## config.mk

```make
export PLATFORM = sky130hd
export DESIGN_NAME = capture_timer16
export DESIGN_NICKNAME = d
export VERILOG_FILES = /design/src/rtl/ctmr_pkg.sv /design/src/rtl/ctmr_edge.sv /design/src/rtl/ctmr_count.sv /design/src/rtl/ctmr_capture.sv /design/src/rtl/capture_timer16.sv
export SDC_FILE = /design/constraint.sdc
export NUM_CORES = 1
export LEC_CHECK = 0
export ABC_AREA = 1
export BUFFER_PORTS_ARGS = -buffer_cell sky130_fd_sc_hd__buf_2
export CORE_AREA = 10 10 90 92
export DETAILED_ROUTE_END_ITERATION = 10
export DIE_AREA = 0 0 100 102
export PLACE_DENSITY = 0.75
export SLEW_MARGIN = 25
export SYNTH_ARGS = -nofsm -noshare
export SYNTH_HDL_FRONTEND = slang
export SYNTH_SLANG_ARGS = --single-unit
```

## constraint.sdc

```tcl
create_clock -name clk -period 1.82 [get_ports clk]
set_input_delay 0.091 -clock clk [delete_from_list [all_inputs] [get_ports clk]]
set_output_delay 0.091 -clock clk [all_outputs]
set_load 0.03 [all_outputs]
```

## src/rtl/ctmr_pkg.sv

```systemverilog
package ctmr_pkg;

    typedef enum logic [1:0] {
        MODE_TIMER  = 2'b00,
        MODE_PERIOD = 2'b01,
        MODE_EVENT  = 2'b10,
        MODE_HILO   = 2'b11
    } tmode_e;

    typedef enum logic [1:0] {
        HOLD_IDLE     = 2'd0,
        HOLD_FULL     = 2'd1,
        HOLD_LOW_SEEN = 2'd2
    } hold_e;

    localparam int REG_ADDR_W = 2;
    localparam logic [REG_ADDR_W-1:0] ADDR_LO  = 2'd0;
    localparam logic [REG_ADDR_W-1:0] ADDR_HI  = 2'd1;
    localparam logic [REG_ADDR_W-1:0] ADDR_CTL = 2'd2;

endpackage

```

## src/rtl/ctmr_edge.sv

```systemverilog
module ctmr_edge #(
    parameter int SYNC_STAGES = 2
) (
    input  logic clk,
    input  logic rst_n,
    input  logic pin,
    output logic rise,
    output logic fall
);
    localparam int TOP = SYNC_STAGES - 1;

    logic [SYNC_STAGES-1:0] sync_q;
    logic                   prev_q;

    generate
        if (SYNC_STAGES == 1) begin : g_one
            always_ff @(posedge clk or negedge rst_n) begin
                if (!rst_n) sync_q <= '0;
                else        sync_q <= pin;
            end
        end else begin : g_chain
            always_ff @(posedge clk or negedge rst_n) begin
                if (!rst_n) sync_q <= '0;
                else        sync_q <= {sync_q[SYNC_STAGES-2:0], pin};
            end
        end
    endgenerate

    always_ff @(posedge clk or negedge rst_n) begin
        if (!rst_n) prev_q <= 1'b0;
        else        prev_q <= sync_q[TOP];
    end

    assign rise = sync_q[TOP] & ~prev_q;
    assign fall = ~sync_q[TOP] & prev_q;


    rise_single_chk: assert property (@(posedge clk) disable iff (!rst_n)
        rise |=> !rise);


    fall_single_chk: assert property (@(posedge clk) disable iff (!rst_n)
        fall |=> !fall);

endmodule

```

## src/rtl/ctmr_count.sv

```systemverilog
module ctmr_count #(
    parameter int CNT_W = 16
) (
    input  logic             clk,
    input  logic             rst_n,
    input  logic             count_en,
    input  logic             edge_rld,
    input  logic             load_now,
    input  logic [CNT_W-1:0] load_val,
    input  logic [CNT_W-1:0] latch_val,
    output logic [CNT_W-1:0] cnt,
    output logic             uf_pulse
);
    logic [CNT_W-1:0] cnt_q;
    logic             uf_q;
    logic             underflow;

    assign underflow = count_en && (cnt_q == '0);

    always_ff @(posedge clk or negedge rst_n) begin
        if (!rst_n) begin
            cnt_q <= '1;
            uf_q  <= 1'b0;
        end else begin
            uf_q <= underflow;
            if (load_now)
                cnt_q <= load_val;
            else if (edge_rld)
                cnt_q <= latch_val;
            else if (underflow)
                cnt_q <= latch_val;
            else if (count_en)
                cnt_q <= cnt_q - 1'b1;
        end
    end

    assign cnt      = cnt_q;
    assign uf_pulse = uf_q;


    idle_hold_chk: assert property (@(posedge clk) disable iff (!rst_n)
        (!count_en && !edge_rld && !load_now) |=> $stable(cnt_q));


    uf_from_zero_chk: assert property (@(posedge clk) disable iff (!rst_n)
        uf_q |-> ($past(cnt_q) == '0));


    edge_reload_chk: assert property (@(posedge clk) disable iff (!rst_n)
        (edge_rld && !load_now) |=> (cnt_q == $past(latch_val)));

endmodule

```

## src/rtl/ctmr_capture.sv

```systemverilog
module ctmr_capture
    import ctmr_pkg::*;
#(
    parameter int BYTE_W = 8
) (
    input  logic                clk,
    input  logic                rst_n,
    input  logic                cap_ev,
    input  logic [2*BYTE_W-1:0] cnt,
    input  logic                rd_lo,
    input  logic                rd_hi,
    output logic [BYTE_W-1:0]   view_lo,
    output logic [BYTE_W-1:0]   hi_snap
);
    localparam int CNT_W = 2 * BYTE_W;

    hold_e            state_q, state_d;
    logic [CNT_W-1:0] cap_q;
    logic [BYTE_W-1:0] hi_q;
    logic [CNT_W-1:0] view;

    always_ff @(posedge clk or negedge rst_n) begin
        if (!rst_n) state_q <= HOLD_IDLE;
        else        state_q <= state_d;
    end

    always_comb begin
        state_d = state_q;
        if (cap_ev) begin
            state_d = HOLD_FULL;
        end else begin
            unique case (state_q)
                HOLD_IDLE:     state_d = HOLD_IDLE;
                HOLD_FULL:     if (rd_lo) state_d = HOLD_LOW_SEEN;
                HOLD_LOW_SEEN: if (rd_hi) state_d = HOLD_IDLE;
                default:       state_d = HOLD_IDLE;
            endcase
        end
    end

    always_comb begin
        view = (state_q == HOLD_IDLE) ? cnt : cap_q;
    end

    always_ff @(posedge clk or negedge rst_n) begin
        if (!rst_n) begin
            cap_q <= '0;
            hi_q  <= '0;
        end else begin
            if (cap_ev) cap_q <= cnt;
            if (rd_lo)  hi_q  <= view[CNT_W-1:BYTE_W];
        end
    end

    assign view_lo = view[BYTE_W-1:0];
    assign hi_snap = hi_q;


    hold_stable_chk: assert property (@(posedge clk) disable iff (!rst_n)
        ((state_q != HOLD_IDLE) && !cap_ev) |=> $stable(cap_q));


    capture_value_chk: assert property (@(posedge clk) disable iff (!rst_n)
        cap_ev |=> (cap_q == $past(cnt)));


    snap_stable_chk: assert property (@(posedge clk) disable iff (!rst_n)
        !rd_lo |=> $stable(hi_q));

endmodule

```

## src/rtl/capture_timer16.sv

```systemverilog
module capture_timer16
    import ctmr_pkg::*;
#(
    parameter int BYTE_W      = 8,
    parameter int SYNC_STAGES = 2
) (
    input  logic                  clk,
    input  logic                  rst_n,
    input  logic                  cnt_tick,
    input  logic                  meas_in,
    input  logic                  wr_en,
    input  logic [REG_ADDR_W-1:0] wr_addr,
    input  logic [BYTE_W-1:0]     wr_data,
    input  logic                  rd_en,
    input  logic [REG_ADDR_W-1:0] rd_addr,
    output logic [BYTE_W-1:0]     rd_data,
    output logic                  uf_irq,
    output logic                  edge_irq
);
    localparam int CNT_W = 2 * BYTE_W;

    tmode_e           mode_q;
    logic             esel_q;
    logic             stop_q;
    logic [CNT_W-1:0] latch_q, latch_d;
    logic             edge_irq_q;

    logic             pin_rise, pin_fall;
    logic             irq_edge, cnt_edge, measuring;
    logic             edge_rld, count_en, load_now;
    logic             wr_lo, wr_hi, wr_ctl;
    logic [CNT_W-1:0] cnt;
    logic [BYTE_W-1:0] view_lo, hi_snap;
    logic             rd_lo, rd_hi;

    ctmr_edge #(.SYNC_STAGES(SYNC_STAGES)) u_edge (
        .clk  (clk),
        .rst_n(rst_n),
        .pin  (meas_in),
        .rise (pin_rise),
        .fall (pin_fall)
    );

    assign wr_lo  = wr_en && (wr_addr == ADDR_LO);
    assign wr_hi  = wr_en && (wr_addr == ADDR_HI);
    assign wr_ctl = wr_en && (wr_addr == ADDR_CTL);
    assign rd_lo  = rd_en && (rd_addr == ADDR_LO);
    assign rd_hi  = rd_en && (rd_addr == ADDR_HI);

    always_comb begin
        latch_d = latch_q;
        if (wr_lo) latch_d[BYTE_W-1:0]     = wr_data;
        if (wr_hi) latch_d[CNT_W-1:BYTE_W] = wr_data;
    end

    always_ff @(posedge clk or negedge rst_n) begin
        if (!rst_n) begin
            latch_q <= '1;
            mode_q  <= MODE_TIMER;
            esel_q  <= 1'b0;
            stop_q  <= 1'b0;
        end else begin
            latch_q <= latch_d;
            if (wr_ctl) begin
                mode_q <= tmode_e'(wr_data[1:0]);
                esel_q <= wr_data[2];
                stop_q <= wr_data[3];
            end
        end
    end

    always_comb begin
        unique case (mode_q)
            MODE_HILO: irq_edge = pin_rise | pin_fall;
            default:   irq_edge = esel_q ? pin_rise : pin_fall;
        endcase
        cnt_edge  = esel_q ? pin_fall : pin_rise;
        measuring = (mode_q == MODE_PERIOD) || (mode_q == MODE_HILO);
        edge_rld  = measuring && irq_edge;
        if (stop_q)
            count_en = 1'b0;
        else if (mode_q == MODE_EVENT)
            count_en = cnt_edge;
        else
            count_en = cnt_tick;
        load_now = stop_q && (wr_lo || wr_hi);
    end

    ctmr_count #(.CNT_W(CNT_W)) u_count (
        .clk      (clk),
        .rst_n    (rst_n),
        .count_en (count_en),
        .edge_rld (edge_rld),
        .load_now (load_now),
        .load_val (latch_d),
        .latch_val(latch_q),
        .cnt      (cnt),
        .uf_pulse (uf_irq)
    );

    ctmr_capture #(.BYTE_W(BYTE_W)) u_capture (
        .clk    (clk),
        .rst_n  (rst_n),
        .cap_ev (edge_rld),
        .cnt    (cnt),
        .rd_lo  (rd_lo),
        .rd_hi  (rd_hi),
        .view_lo(view_lo),
        .hi_snap(hi_snap)
    );

    always_ff @(posedge clk or negedge rst_n) begin
        if (!rst_n) edge_irq_q <= 1'b0;
        else        edge_irq_q <= irq_edge;
    end
    assign edge_irq = edge_irq_q;

    always_comb begin
        rd_data = '0;
        unique case (rd_addr)
            ADDR_LO:  rd_data = view_lo;
            ADDR_HI:  rd_data = hi_snap;
            ADDR_CTL: rd_data[3:0] = {stop_q, esel_q, mode_q};
            default:  rd_data = '0;
        endcase
    end


    edge_irq_src_chk: assert property (@(posedge clk) disable iff (!rst_n)
        edge_irq_q |-> $past(pin_rise || pin_fall));


    event_no_tick_chk: assert property (@(posedge clk) disable iff (!rst_n)
        (mode_q == MODE_EVENT && !pin_rise && !pin_fall && !load_now) |=> $stable(cnt));

endmodule

```

==> flow_summary_export.csv <==
group,metric,value,unit
floorplan,io_pins,28,
critical_path,reg2reg_slack,0.15,ns
detailed_routing,ant_nets,0,
detailed_routing,totalWireLength,9.20,mm
critical_path,worstPathMaxFanout,4,
synthesis,ys_ff_latch,67,
power_and_ir_drop,finalPower,0.00602,W
critical_path,crit_path_end_kind,"primary output",
floorplan,row_count,29,
finish,nNetsFinal,566,
detailed_routing,drtPass1Iterations,4,
synthesis,yosys_warnings,0,
critical_path,r2r-end,"u_count.cnt[12]$_DFFE_PN1P_",
clocking,cts-buffers-inserted,9,
flow_run,max_cap_viol_count,0,
placed_design,gp_congestion,0.903,
grt,grt_use_total,18.4,%
synthesis,synth_top_area_share,23.6,%
finish,areaGrowthSynthToFinish,16.0,%
finish,final_util,68.7,%
critical_path,criticalPathCategory,"reg -> out",
placed_design,dp_worst_setup_slack,-0.0127,ns
hold_path,hold_depth,3,
sta,maxSlewViolCount,0,
synthesis,yosysTopAreaCell,"dfrtp_1",
clocking,ctsRootBufferMaster,"clkbuf_8",
hold_path,min-delay-start,"wr_data[4]",
sta,finalHoldViolations,0,
run_status,outcome,"complete, no violations",
detailed_routing,wl_met1,4.27,mm
clocking,clkSinkCount,67,
detailed_routing,met3_length,596,um
sta,max_freq,576,MHz
clocking,clk_latency,0.35,ns
hold_path,holdPathEnd,"latch_q[12]$_DFF_PN1_",
grt,grt_pass1_vias,3258,
critical_path,critPathArrivalTime,1.65,ns
synthesis,synth_cell_types,30,
power_and_ir_drop,leakage,2.23,nW
critical_path,reg2reg_depth,10,
detailed_routing,drt_iter0_drc,245,
floorplan,start_util,59.2,%
finish,drive_above_1_share,22.2,%
grt,grt_max_degree,46,
floorplan,die_y,102,um
finish,final_common_cell,"nand2_1",
synthesis,syn_area,0.00372,mm^2
grt,grt-ovfl-total,0,
hold_path,worstHoldPathType,"in -> reg",
critical_path,r2r_start,"u_count.cnt[0]$_DFFE_PN1P_",
detailed_routing,met2_length,4.21,mm
clocking,cts_htree_levels,3,
critical_path,worst_ep_required_time,1.73,ns
floorplan,die_w,100,um
floorplan,core_area,0.00628,mm^2
sta,fin_skew,0.00468,ns
grt,grt_first_pass_wirelength,15.3,mm
finish,diodes,0,
detailed_routing,top_layer_used,"met4",
critical_path,cp-start-kind,"flip-flop",
synthesis,syn_nets,520,
power_and_ir_drop,peakVddDrop,815,uV
sta,fin_crit_sh,95.4,%
power_and_ir_drop,p_per_area,1400,mW/mm^2
detailed_routing,wire_per_inst,14.7,um
synthesis,synth_cells,499,
sta,fin_ws,0.0833,ns
detailed_routing,routed_via_density,5.38,
sta,setup_viol,0,
placed_design,portBuffers,27,
sta,fin_crit,1.74,ns
placed_design,dpl.hpwl,6.58,mm
floorplan,dieArea,0.0102,mm^2
detailed_routing,num_vias,3371,
grt,antenna_found_initial,0,
synthesis,synth_area_leaders,"dfrtp_1, dfstp_2, nand2_1",
clocking,clk_transition_reported_paths,0.07,ns
synthesis,seq_area_frac_synth,46.2,%
detailed_routing,drc,0,
clocking,cts_tree,"yes",
sta,relSlewSlack,61.4,%
clocking,clock_path_buffers,2,
finish,layout_common_cells,"nand2_1, inv_1, nor2_1, o21ai_0, nand3_1",
synthesis,syn_area_per_cell,7.45,um^2
sta,worst_pin_slew,0.580,ns
[power by group]
part	total (W)	internal (W)	leakage (nW)	switching, W
registers	0.00256	0.00215	0.763	0.000409
logic	0.00232	0.000881	1.37	0.00144
clock network	0.00115	0.000603	0.0965	0.000545
total	0.00602	0.00363	2.23	0.00239
[registers in the layout (all words and copies together) (netlist names)]
register and count:
stop_q 1, u_capture.state_q 2, u_edge.sync_q 2, latch_q 16, u_count.uf_pulse 1, u_capture.cap_q 16
u_count.cnt 16, u_capture.hi_snap 8, u_edge.prev_q 1, edge_irq 1, esel_q 1, mode_q 2
[what timing repair did]
action,in CTS,in global routing
endpoints found under the hold margin,38,0
buffers inserted,0,7
pin swaps,0,1
resized for setup,1,11
gates cloned,0,1
hold buffers,4,0
endpoints found under the setup margin,4,20
[Yosys cell counts]
cell type / instances
nor3_1: 1
a31oi_1: 1
nor2_2: 5
o21ai_0: 46
nand3_2: 2
nand2_1: 117
buf_2: 5
a21oi_1: 28
dfstp_2: 32
a21oi_2: 1
o221ai_1: 4
inv_2: 5
nand4_1: 1
nand3_4: 1
o22ai_1: 11
buf_6: 3
ha_1: 3
clkbuf_1: 10
o21ai_4: 1
nor2_1: 52
nor4_1: 1
xnor2_1: 1
dfrtp_1: 35
inv_4: 1
nand3_1: 42
nor2_4: 2
xor2_1: 8
or2_2: 1
nand2_2: 1
inv_1: 78
[worst max-delay path, stage by stage (launching register included)]
cell	delay (ns)
dfstp_2	0.53
inv_1	0.08
buf_4	0.16
a21oi_1	0.12
o21ai_0	0.09
o221ai_1	0.08
buf_2	0.24
[how the worst max path moves through the flow]
stage	from	endpoint	slack [ns]	cells past startpoint
2_1_floorplan	u_count.cnt[0]$_DFFE_PN1P_	u_count.cnt[11]$_DFFE_PN1P_	0.23	10
3_3_place_gp	u_count.cnt[0]$_DFFE_PN1P_	u_count.cnt[11]$_DFFE_PN1P_	0.02	10
3_5_place_dp	u_count.cnt[0]$_DFFE_PN1P_	u_count.cnt[11]$_DFFE_PN1P_	-0.01	10
4_1_cts	u_capture.state_q[0]$_DFFE_PN0P_	rd_data[4]	0.0003	6
5_1_grt	u_edge.prev_q$_DFF_PN0_	u_count.cnt[11]$_DFFE_PN1P_	-0.009	12
6_report	u_count.cnt[1]$_DFFE_PN1P_	rd_data[1]	0.08	6
[per-stage QoR]
stage,setup TNS [ns],instances,instance area (um^2),hold slack [ns]
finish,0,627,4320,0.0152
CTS,0,619,4210,0.00901
global placement,0,599,3980,0.0949
floorplan,0,499,3720,-0.205
detailed placement,-0.0127,599,3980,0.105
global route,-0.00871,627,4320,0.0321
[final cells by class]
class / count / area, um^2
Clock buffer: 14 / 173
Fill cell: 542 / 1960
Inverter: 84 / 322
Clock inverter: 2 / 10.0
Multi-Input combinational cell: 330 / 1630
Tap cell: 77 / 96.3
Timing Repair Buffer: 53 / 367
Sequential cell: 67 / 1720
[kinds of logic after synthesis]
group	after synthesis	share of synthesized area, %
xor gates and xnor gates	9	2.12
AOI/OAI and AO/OA	92	13.6
buffers and inverters	102	11.1
DFF	67	46.2
and+or+nand+nor	226	26.0
adders and majority gates	3	1.01
[routing by layer]
metal | vias to the layer above | GRT usage (%)
li1 | 1674 | -
met1 | 1577 | 24.1
met2 | 108 | 28.5
met3 | 12 | 4.72
met4 | 0 | 7.07
met5 | - | 0
Power figures use the tool's default switching activity.
